File: config.mk
export PLATFORM = sky130hd
export DESIGN_NAME = cfg_access_filter
export DESIGN_NICKNAME = d
export VERILOG_FILES = /design/src/rtl/cfg_access_filter.sv
export SDC_FILE = /design/constraint.sdc
export NUM_CORES = 1
export LEC_CHECK = 0
export ABC_AREA = 1
export BUFFER_PORTS_ARGS = -buffer_cell sky130_fd_sc_hd__buf_2
export CELL_PAD_IN_SITES_DETAIL_PLACEMENT = 2
export CELL_PAD_IN_SITES_GLOBAL_PLACEMENT = 2
export CORE_ASPECT_RATIO = 1.1
export CORE_MARGIN = 8
export CORE_UTILIZATION = 10
export CTS_CLUSTER_DIAMETER = 50
export DETAILED_ROUTE_END_ITERATION = 10
export PLACE_DENSITY = 0.93
export RECOVER_POWER = 100
export SYNTH_ARGS = -nofsm -noshare
export SYNTH_HDL_FRONTEND = slang
export SYNTH_SLANG_ARGS = --single-unit
File: constraint.sdc
create_clock -name clk -period 0.8 [get_ports clk]
set_input_delay 0.04 -clock clk [delete_from_list [all_inputs] [get_ports clk]]
set_output_delay 0.04 -clock clk [all_outputs]
set_load 0.01 [all_outputs]
File: src/rtl/cfg_access_filter.sv
module cfg_access_filter #(
  parameter int AW         = 12,
  parameter int DW         = 32,
  parameter int IDX_W      = 7,
  parameter int PERIPH_IDX = 5
) (
  input  logic             clk,
  input  logic             rst_n,
  input  logic             sec_cfg,
  input  logic             priv_cfg,
  input  logic             req_valid,
  input  logic             req_write,
  input  logic [AW-1:0]    req_addr,
  input  logic [DW-1:0]    req_wdata,
  input  logic             req_secure,
  input  logic             req_priv,
  input  logic             req_fetch,
  output logic [DW-1:0]    rsp_rdata,
  output logic             rsp_error,
  output logic             per_valid,
  output logic             per_write,
  output logic [AW-1:0]    per_addr,
  output logic [DW-1:0]    per_wdata,
  input  logic [DW-1:0]    per_rdata,
  output logic             evt_pulse,
  output logic [IDX_W-1:0] evt_index
);
  localparam logic [IDX_W-1:0] IDX_VAL = IDX_W'(PERIPH_IDX);

  logic sec_ok, priv_ok, legal, blocked;

  assign sec_ok  = req_secure | ~sec_cfg;
  assign priv_ok = req_priv | ~priv_cfg;
  assign legal   = sec_ok & priv_ok & ~req_fetch;
  assign blocked = req_valid & ~legal;

  assign per_valid = req_valid & legal;
  assign per_write = per_valid & req_write;
  assign per_addr  = req_addr;
  assign per_wdata = req_wdata;

  assign rsp_error = blocked;
  assign rsp_rdata = blocked ? '0 : per_rdata;

  always_ff @(posedge clk or negedge rst_n) begin
    if (!rst_n) evt_pulse <= 1'b0;
    else        evt_pulse <= blocked;
  end

  assign evt_index = IDX_VAL;
endmodule

After elaboration in Yosys (flattened, before gate mapping)
Index checks and enable logic that the tools add are counted.
{"block": "totals", "reg_bits": 1, "inputBits": 85, "out_inout_bits": 87}
{"block": "op_classes", "mux": 1, "bitwise_logic": 11}
{"op": "two-way mux 32 bit", "n": 1}
{"op": "bitwise AND 1 bit", "n": 5}
{"op": "NOT 1 bit", "n": 4}
{"op": "bitwise OR 1 bit", "n": 2}

Depth between registers and ports, before layout
Gate-level depths: netlist (run 1).
{"block": "depth", "ltp_word": 7, "depth_mapped": 6, "ltp_nobuf": 5}

Least setup slack after synthesis (run 1)
No wires, ideal clock.
{"block": "synth_path", "path_type": "input port to output port", "from": "input req_priv", "to": "output rsp_rdata[12]", "t_arrival_ns": 0.600, "setup_slack_ns": 0.160, "cell_stages": 5, "cell_sequence": "inv_1 > nand2_2 > nand3_4 > buf_6 > a21oi_1"}
{"block": "synth_via", "elab_chain_len": 6}
{"item": "start, declared", "line_no": "16", "text": "input logic req_priv,"}
{"item": "bitwise OR 1 bit", "line_no": "33", "text": "assign priv_ok = req_priv | ~priv_cfg;"}
{"item": "bitwise AND 1 bit (2 in series)", "line_no": "34", "text": "assign legal = sec_ok & priv_ok & ~req_fetch;"}
{"item": "NOT 1 bit", "line_no": "35", "text": "assign blocked = req_valid & ~legal;"}
{"item": "bitwise AND 1 bit", "line_no": "35"}
{"item": "two-way mux 32 bit", "line_no": "43", "text": "assign rsp_rdata = blocked ? '0 : per_rdata;"}
{"item": "end, declared", "line_no": "18", "text": "output logic [DW-1:0] rsp_rdata,"}
Every way passes these cells.

Worst setup path after layout (run 1)
{"block": "layout_path", "from": "input priv_cfg", "to": "output rsp_rdata[28]"}
{"block": "layout_via", "elab_chain_len": 7}
{"item": "start, declared", "line_no": "10", "text": "input logic priv_cfg,"}
{"item": "NOT 1 bit", "line_no": "33"}
{"item": "bitwise OR 1 bit", "line_no": "33"}
{"item": "bitwise AND 1 bit (2 in series)", "line_no": "34"}
{"item": "NOT 1 bit", "line_no": "35"}
{"item": "bitwise AND 1 bit", "line_no": "35"}
{"item": "two-way mux 32 bit", "line_no": "43"}
Every way passes these cells.

==> reports/qor.yml, run 1 <==
yosys:
  ys_ff_latch: 1
  synth.avg_cell_area_um2: 6.23
  synth_warnings: 0
  synth_area_um2: 853
  synthCells: 137
  netlist-cell-type-count: 13
  ys_seq_area_share_pct: 2.93
timing:
  fmax_mhz: 1160
  final_hold_viol_count: 0
  tns_ns: -0.534
  finalCritPeriodShare_pct: 107
  rsz0062_at_grt: "true"
  layout_min_cycle_time_ns: 0.859
  finalSetupViolations: 25
  slew_violations: 0
  fin_ws_ns: -0.0586
grt:
  gr-usage-all-layers_pct: 5.39
  grt_pass1_vias: 1035
  grt_max_degree: 21
  grt.overflow.total: 0
  grt_first_pass_wirelength_mm: 5.34
  antenna_found_initial: 1
die:
  die_w_um: 104
  ioPinCount: 172
  num_rows: 35
  core_area_um2: 8320
  die_height_um: 113
  die_area_um2: 11700
  start_util_pct: 10.3
critical_path:
  crit_arrival_ns: 0.82
  worst_ep_required_time_ns: 0.76
  worstPathMaxFanout: 20
  crit_path_start_kind: "input port"
  path_class: "input port to output port"
  endpoint_kind: "output port"
power:
  power_density_nw_per_um2: 608
  p_leak_nw: 0.719
  ir_drop_v: 0.0000923
cells_and_area:
  top_register: "evt_pulse"
  largest_reg_flops: 1
  final_common_cell: "buf_2"
  final_cell_mix: "65 x buf_2, 34 x inv_1, 27 x a21oi_2"
  layout.nets: 256
  seqCellArea_um2: 25.0
  syn2layout_area_growth_pct: 44.7
  fin_util_pct: 14.8
  drive_gt1_share_pct: 69.8
  reg.largest.list: "evt_pulse (1)"
  multi_input_area_um2: 364
  filler_cell_count: 1002
detailed_routing:
  drt_iter0_drc: 12
  routed_wl_mm: 3.64
  first_pass_iters: 4
  ant_nets: 0
  vias: 894
  wl_per_cell_um: 13.0
  vias_per_cell: 3.18
  drc: 0
status:
  status: "finished with violations"
  violations: "negative setup slack"
flow_run:
  drv_cap: 0
place:
  dp_hpwl_mm: 2.99
  gp_congestion: 0.649
  numPortBuffers: 76
min_path:
  holdCritPathClass: "input port to output port"
## worst max-delay path, stage by stage
cell and delay (ns):
buf_6 0.10, nand2_4 0.07, nand3_4 0.12, buf_12 0.19, a21oi_2 0.14, buf_2 0.15
## report_power, final
group / leakage (nW) / switching (mW) / internal, mW
Clock: 0.00000634 / 0 / 0.000000167
Sequential: 0.0124 / 0.000845 / 0.0550
Combinational: 0.707 / 0.367 / 0.328
Total: 0.719 / 0.368 / 0.383
## what timing repair did
action,CTS,global route
pin swaps,0,1
setup buffers,0,3
endpoints found under the setup margin,33,33
gates cloned,0,1
hold endpoints to repair,1,0
hold buffers,1,0
gates resized for setup,19,19
## path summary, 6_finish.rpt
path / startpoint / to / slack [ns] / cells after the start
max in group asynchronous: rst_n / evt_pulse / 0.32 / 2
min in group asynchronous: rst_n / evt_pulse / 0.37 / 2
hold / removal: req_addr[3] / per_addr[3] / 0.08 / 0
setup / recovery: priv_cfg / rsp_rdata[28] / -0.06 / 6
## synth_stat cells, drive strengths merged
| cell | instances | area (um^2) |
|---|---|---|
| a21oi | 32 | 198 |
| buf | 58 | 437 |
| conb | 2 | 7.51 |
| dfrtp | 1 | 25.0 |
| inv | 38 | 143 |
| nand2 | 3 | 16.3 |
| nand3 | 1 | 17.5 |
| nand4 | 1 | 6.26 |
| nor2 | 1 | 3.75 |
## cells by family after synthesis
group	count (synthesis)	share of synthesized area, %
other	2	0.880
flip-flops	1	2.93
AO/OA/AOI/OAI	32	23.2
buffers and inverters	96	67.9
AND/OR/NAND/NOR	6	5.13
## per-stage QoR
stage / worst slack, ns / cells / hold WS, ns / instance area, um^2 / power [mW]
2_1_floorplan: 0.160 / 142 / -0.256 / 872 / 0.595
3_3_place_gp: -0.0824 / 275 / -0.184 / 1020 / 0.604
3_5_place_dp: -0.105 / 275 / -0.180 / 1020 / 0.629
4_1_cts: -0.0271 / 276 / 0.0801 / 1100 / 0.681
5_1_grt: -0.103 / 281 / 0.0800 / 1230 / 0.812
6_report: -0.0586 / 281 / 0.0800 / 1230 / 0.751
## final cells by class
type / instances / area share, %
diodes: 1 / 0.203
inverters: 38 / 12.0
multi-input cells: 45 / 29.5
flip-flops and latches: 1 / 2.03
well taps: 111 / 11.2
repair buffers: 85 / 45.1
## metal layers
metal	GRT usage [%]	up-vias	routed length (um)	part of all wire [%]
li1	-	406	-	-
met1	4.39	415	1180	33
met2	12.0	57	2060	57
met3	1.19	16	263	7.2
met4	1.74	0	131	3.6
met5	0	-	0	0
(Power assumes the default switching activity.)
==> run 2: changes to the inputs <==
- CAP_MARGIN: not set -> 15
- CORE_MARGIN: 8 -> 1
- MAX_ROUTING_LAYER: not set -> met4
==> reports/qor.yml, run 2 (synthesized netlist as in run 1, its figures left out) <==
grt:
  grt_first_pass_wirelength_mm: 4.07
  gr-usage-all-layers_pct: 5.74
  grt.overflow.total: 0
  grt_pass1_vias: 798
  grt_max_degree: 28
  antenna_found_initial: 0
detailed_routing:
  drc: 0
  vias_per_cell: 3.14
  ant_nets: 0
  drt_iter0_drc: 10
  wl_per_cell_um: 11.4
  routed_wl_mm: 3.15
  first_pass_iters: 3
  vias: 871
critical_path:
  worst_ep_required_time_ns: 0.76
  critPathSlowestCell: "clkbuf_16"
  worstPathMaxFanout: 12
  path_class: "input port to output port"
  crit_buf_inv: 4
  path_delay_family: "buffers and inverters"
  cp_cell_sequence: "buf_6 > inv_2 > nand3_4 > clkbuf_16 > a21oi_1 > buf_2"
  crit_arrival_ns: 0.80
  endpoint_kind: "output port"
  max_stage_delay_ns: 0.21
  crit_path_start_kind: "input port"
power:
  clock_power_share_pct: 0
  power_frac_comb_pct: 92.3
  p_sw_uw: 351
  swShare_pct: 48.6
  p_leak_nw: 0.720
  p_int_uw: 372
  power_density_nw_per_um2: 605
  ir_drop_v: 0.0000968
  seq_power_share_pct: 7.7
die:
  die_area_um2: 8910
  die_height_um: 98.9
  start_util_pct: 10.6
  ioPinCount: 172
  core_area_um2: 8080
  num_rows: 34
  die_w_um: 90.1
timing:
  fmax_mhz: 1190
  fin_ws_ns: -0.0413
  slew_violations: 0
  finalCritPeriodShare_pct: 105
  tns_ns: -0.439
  final_hold_viol_count: 0
  hold_slack_ns: 0.0800
  layout_min_cycle_time_ns: 0.841
  finalSetupViolations: 17
  rsz0062_at_grt: "true"
cells_and_area:
  syn2layout_area_growth_pct: 40.2
  drive_gt1_share_pct: 68.6
  filler_cell_count: 984
  multi_input_area_um2: 337
  fin_util_pct: 14.8
  final_cell_mix: "69 x buf_2, 34 x inv_1, 25 x a21oi_2"
  antenna_cells: 0
  final_common_cell: "buf_2"
  reg.largest.list: "evt_pulse (1)"
  largest_reg_flops: 1
  layout.nets: 256
  top_register: "evt_pulse"
  seqCellArea_um2: 25.0
status:
  violations: "negative setup slack"
  status: "finished with violations"
place:
  dp_hpwl_mm: 2.26
  numPortBuffers: 76
  gp_congestion: 0.535
min_path:
  holdCritPathClass: "input port to output port"
flow_run:
  drv_cap: 0
==> run 2: cell types whose count changed in the layout (fill, tap and decap cells not counted), moves of 2 or more <==
cell | before | now
buf_2 | 65 | 69
a21oi_1 | 3 | 7
a21oi_2 | 27 | 25
a21oi_4 | 2 | 0
==> run 2: area by class of cell <==
type / count / share of cell area, %
Sequential cell: 1 / 2.09
Timing Repair Buffer: 85 / 46.3
Multi-Input combinational cell: 45 / 28.1
Tap cell: 108 / 11.3
Inverter: 38 / 12.1
==> run 2: power groups by stage <==
stage,combinational [mW],clock (mW),sequential (mW)
6_report,0.667,0,0.0560
5_1_grt,0.732,0,0.0562
4_1_cts,0.591,0,0.0561
3_5_place_dp,0.556,0,0.0561
3_3_place_gp,0.536,0,0.0560
2_1_floorplan,0.537,0,0.0579
==> run 2: timing repair <==
action | in CTS | in global routing
pin swaps | 1 | 1
gates resized for setup | 12 | 19
setup endpoints to repair | 31 | 34
cloned | 0 | 2
hold buffers | 1 | 0
endpoints found under the hold margin | 1 | 0
buffers inserted | 0 | 1
==> run 2: final timing paths <==
path,cells past startpoint,startpoint,endpoint,slack (ns)
max in group asynchronous,2,rst_n,evt_pulse,0.35
min in group asynchronous,2,rst_n,evt_pulse,0.36
hold / removal,0,req_addr[3],per_addr[3],0.08
setup / recovery,6,req_fetch,rsp_rdata[17],-0.04
==> run 2: through the flow <==
stage | instances | power (mW) | setup slack [ns] | cell area (um^2)
after CTS | 274 | 0.647 | -0.0252 | 1070
after floorplan | 142 | 0.595 | 0.160 | 872
after global routing | 277 | 0.789 | -0.102 | 1200
final | 277 | 0.723 | -0.0413 | 1200
after detailed placement | 273 | 0.612 | -0.0750 | 1010
after global placement | 273 | 0.592 | -0.0599 | 1010
==> run 2: routing by layer <==
layer	GRT usage (%)	wire, um	vias to the layer above
li1	-	-	407
met4	1.24	32	0
met1	6.03	1230	395
met2	11.4	1630	63
met3	0.617	254	6
met5	-	0	-
==> run 3: changes to the inputs <==
- PLACE_DENSITY: 0.93 -> not set
- PLACE_DENSITY_LB_ADDON: not set -> 0.1
==> reports/qor.yml, run 3 (synthesized netlist as in run 1, its figures left out) <==
status:
  status: "finished clean"
critical_path:
  crit_path_start_kind: "input port"
  crit_buf_inv: 3
  worstPathMaxFanout: 23
  worst_ep_required_time_ns: 0.76
  path_class: "input port to output port"
  endpoint_kind: "output port"
  crit_arrival_ns: 0.75
  cp_cell_sequence: "buf_8 > nand2_4 > nand3_4 > buf_12 > a21oi_1 > buf_2"
  critPathSlowestCell: "buf_12"
  path_delay_family: "buffers and inverters"
  max_stage_delay_ns: 0.17
  cp.depth: 6
grt:
  grt_pass1_vias: 917
  grt_first_pass_wirelength_mm: 4.91
  antenna_found_initial: 0
  grt_max_degree: 24
  gr-usage-all-layers_pct: 6.71
  grt.overflow.total: 0
place:
  numPortBuffers: 76
  dpl_cell_area_um2: 1020
  gp_congestion: 0.715
  dp_hpwl_mm: 2.79
min_path:
  worstHoldPathCells: 0
  holdCritPathClass: "input port to output port"
detailed_routing:
  first_pass_iters: 2
  vias_per_cell: 3.15
  ant_nets: 0
  routed.top_layer: "met4"
  routed_wl_mm: 3.17
  wl_per_cell_um: 11.6
  wl_met3_um: 423
  vias: 860
  dr_wl_met2_mm: 1.48
  m1WireLength_mm: 1.19
  drt_iter0_drc: 5
  drc: 0
cells_and_area:
  largest_reg_flops: 1
  seqCellArea_um2: 25.0
  antenna_cells: 0
  drive_gt1_share_pct: 63.0
  filler_cell_count: 1022
  syn2layout_area_growth_pct: 30.4
  final_cell_mix: "68 x buf_2, 35 x inv_1, 19 x a21oi_2"
  layout.nets: 252
  top_register: "evt_pulse"
  reg.largest.list: "evt_pulse (1)"
  multi_input_area_um2: 312
  final_common_cell: "buf_2"
  final_area_um2: 1110
power:
  p_leak_nw: 0.688
  ir_drop_v: 0.000109
  p_sw_uw: 330
  power_uw: 665
  p_int_uw: 335
  swShare_pct: 49.6
  clock_power_share_pct: 0
  power_density_nw_per_um2: 598
  power_frac_comb_pct: 91.6
  seq_power_share_pct: 8.4
die:
  die_w_um: 90.1
  ioPinCount: 172
  die_area_um2: 8910
  core_area_um2: 8080
  start_util_pct: 10.6
  num_rows: 34
  die_height_um: 98.9
timing:
  final_hold_viol_count: 0
  fmax_mhz: 1270
  slew_violations: 0
  tns_ns: 0
  rsz0062_at_grt: "true"
  finalCritPeriodShare_pct: 98.4
  layout_min_cycle_time_ns: 0.787
  finalSetupViolations: 0
flow_run:
  drv_cap: 0
-- run 3: changes by cell type in the layout (fill, tap and decap cells not counted), sizes merged --
| cell | previous run | this run |
|---|---|---|
| buf | 81 | 77 |
-- run 3: timing repair --
action / CTS / global route
gates resized for setup: 15 / 7
pin swaps: 0 / 0
buffers inserted: 0 / 0
hold endpoints to repair: 1 / 0
setup endpoints to repair: 33 / 29
hold buffers: 1 / 0
-- run 3: per-stage QoR --
stage	hold WS [ns]	util [%]	std cells	setup WS, ns
detailed placement	-0.184	12.6	272	-0.0737
CTS	0.0801	13.5	273	-0.000894
floorplan	-0.256	-	142	0.160
global route	0.0800	13.8	273	-0.0539
finish	0.0800	13.8	273	0.0130
global placement	-0.186	12.6	272	-0.0880
-- run 3: worst paths after layout --
path,slack [ns],startpoint,end
worst max-delay path,0.01,priv_cfg,rsp_rdata[31]
max in group asynchronous,0.36,rst_n,evt_pulse
worst min-delay path,0.08,req_wdata[12],per_wdata[12]
min in group asynchronous,0.36,rst_n,evt_pulse
-- run 3: area by class of cell --
type	count	share of cell area, %
Inverter	38	13.0
Multi-Input combinational cell	45	28.0
Sequential cell	1	2.25
Tap cell	108	12.1
Timing Repair Buffer	81	44.5
-- run 3: metal layers --
| metal | global-route usage, % | vias up |
|---|---|---|
| li1 | - | 397 |
| met1 | 7.14 | 374 |
| met2 | 12.1 | 77 |
| met3 | 2.08 | 12 |
| met4 | 1.61 | 0 |
| met5 | - | - |
-- run 3: power by group through the flow --
| stage | Sequential, mW | Combinational [mW] | Clock [mW] |
|---|---|---|---|
| finish | 0.0558 | 0.609 | 0 |
| global route | 0.0559 | 0.672 | 0 |
| CTS | 0.0558 | 0.608 | 0 |
| detailed placement | 0.0558 | 0.566 | 0 |
| global placement | 0.0555 | 0.567 | 0 |
| floorplan | 0.0579 | 0.537 | 0 |
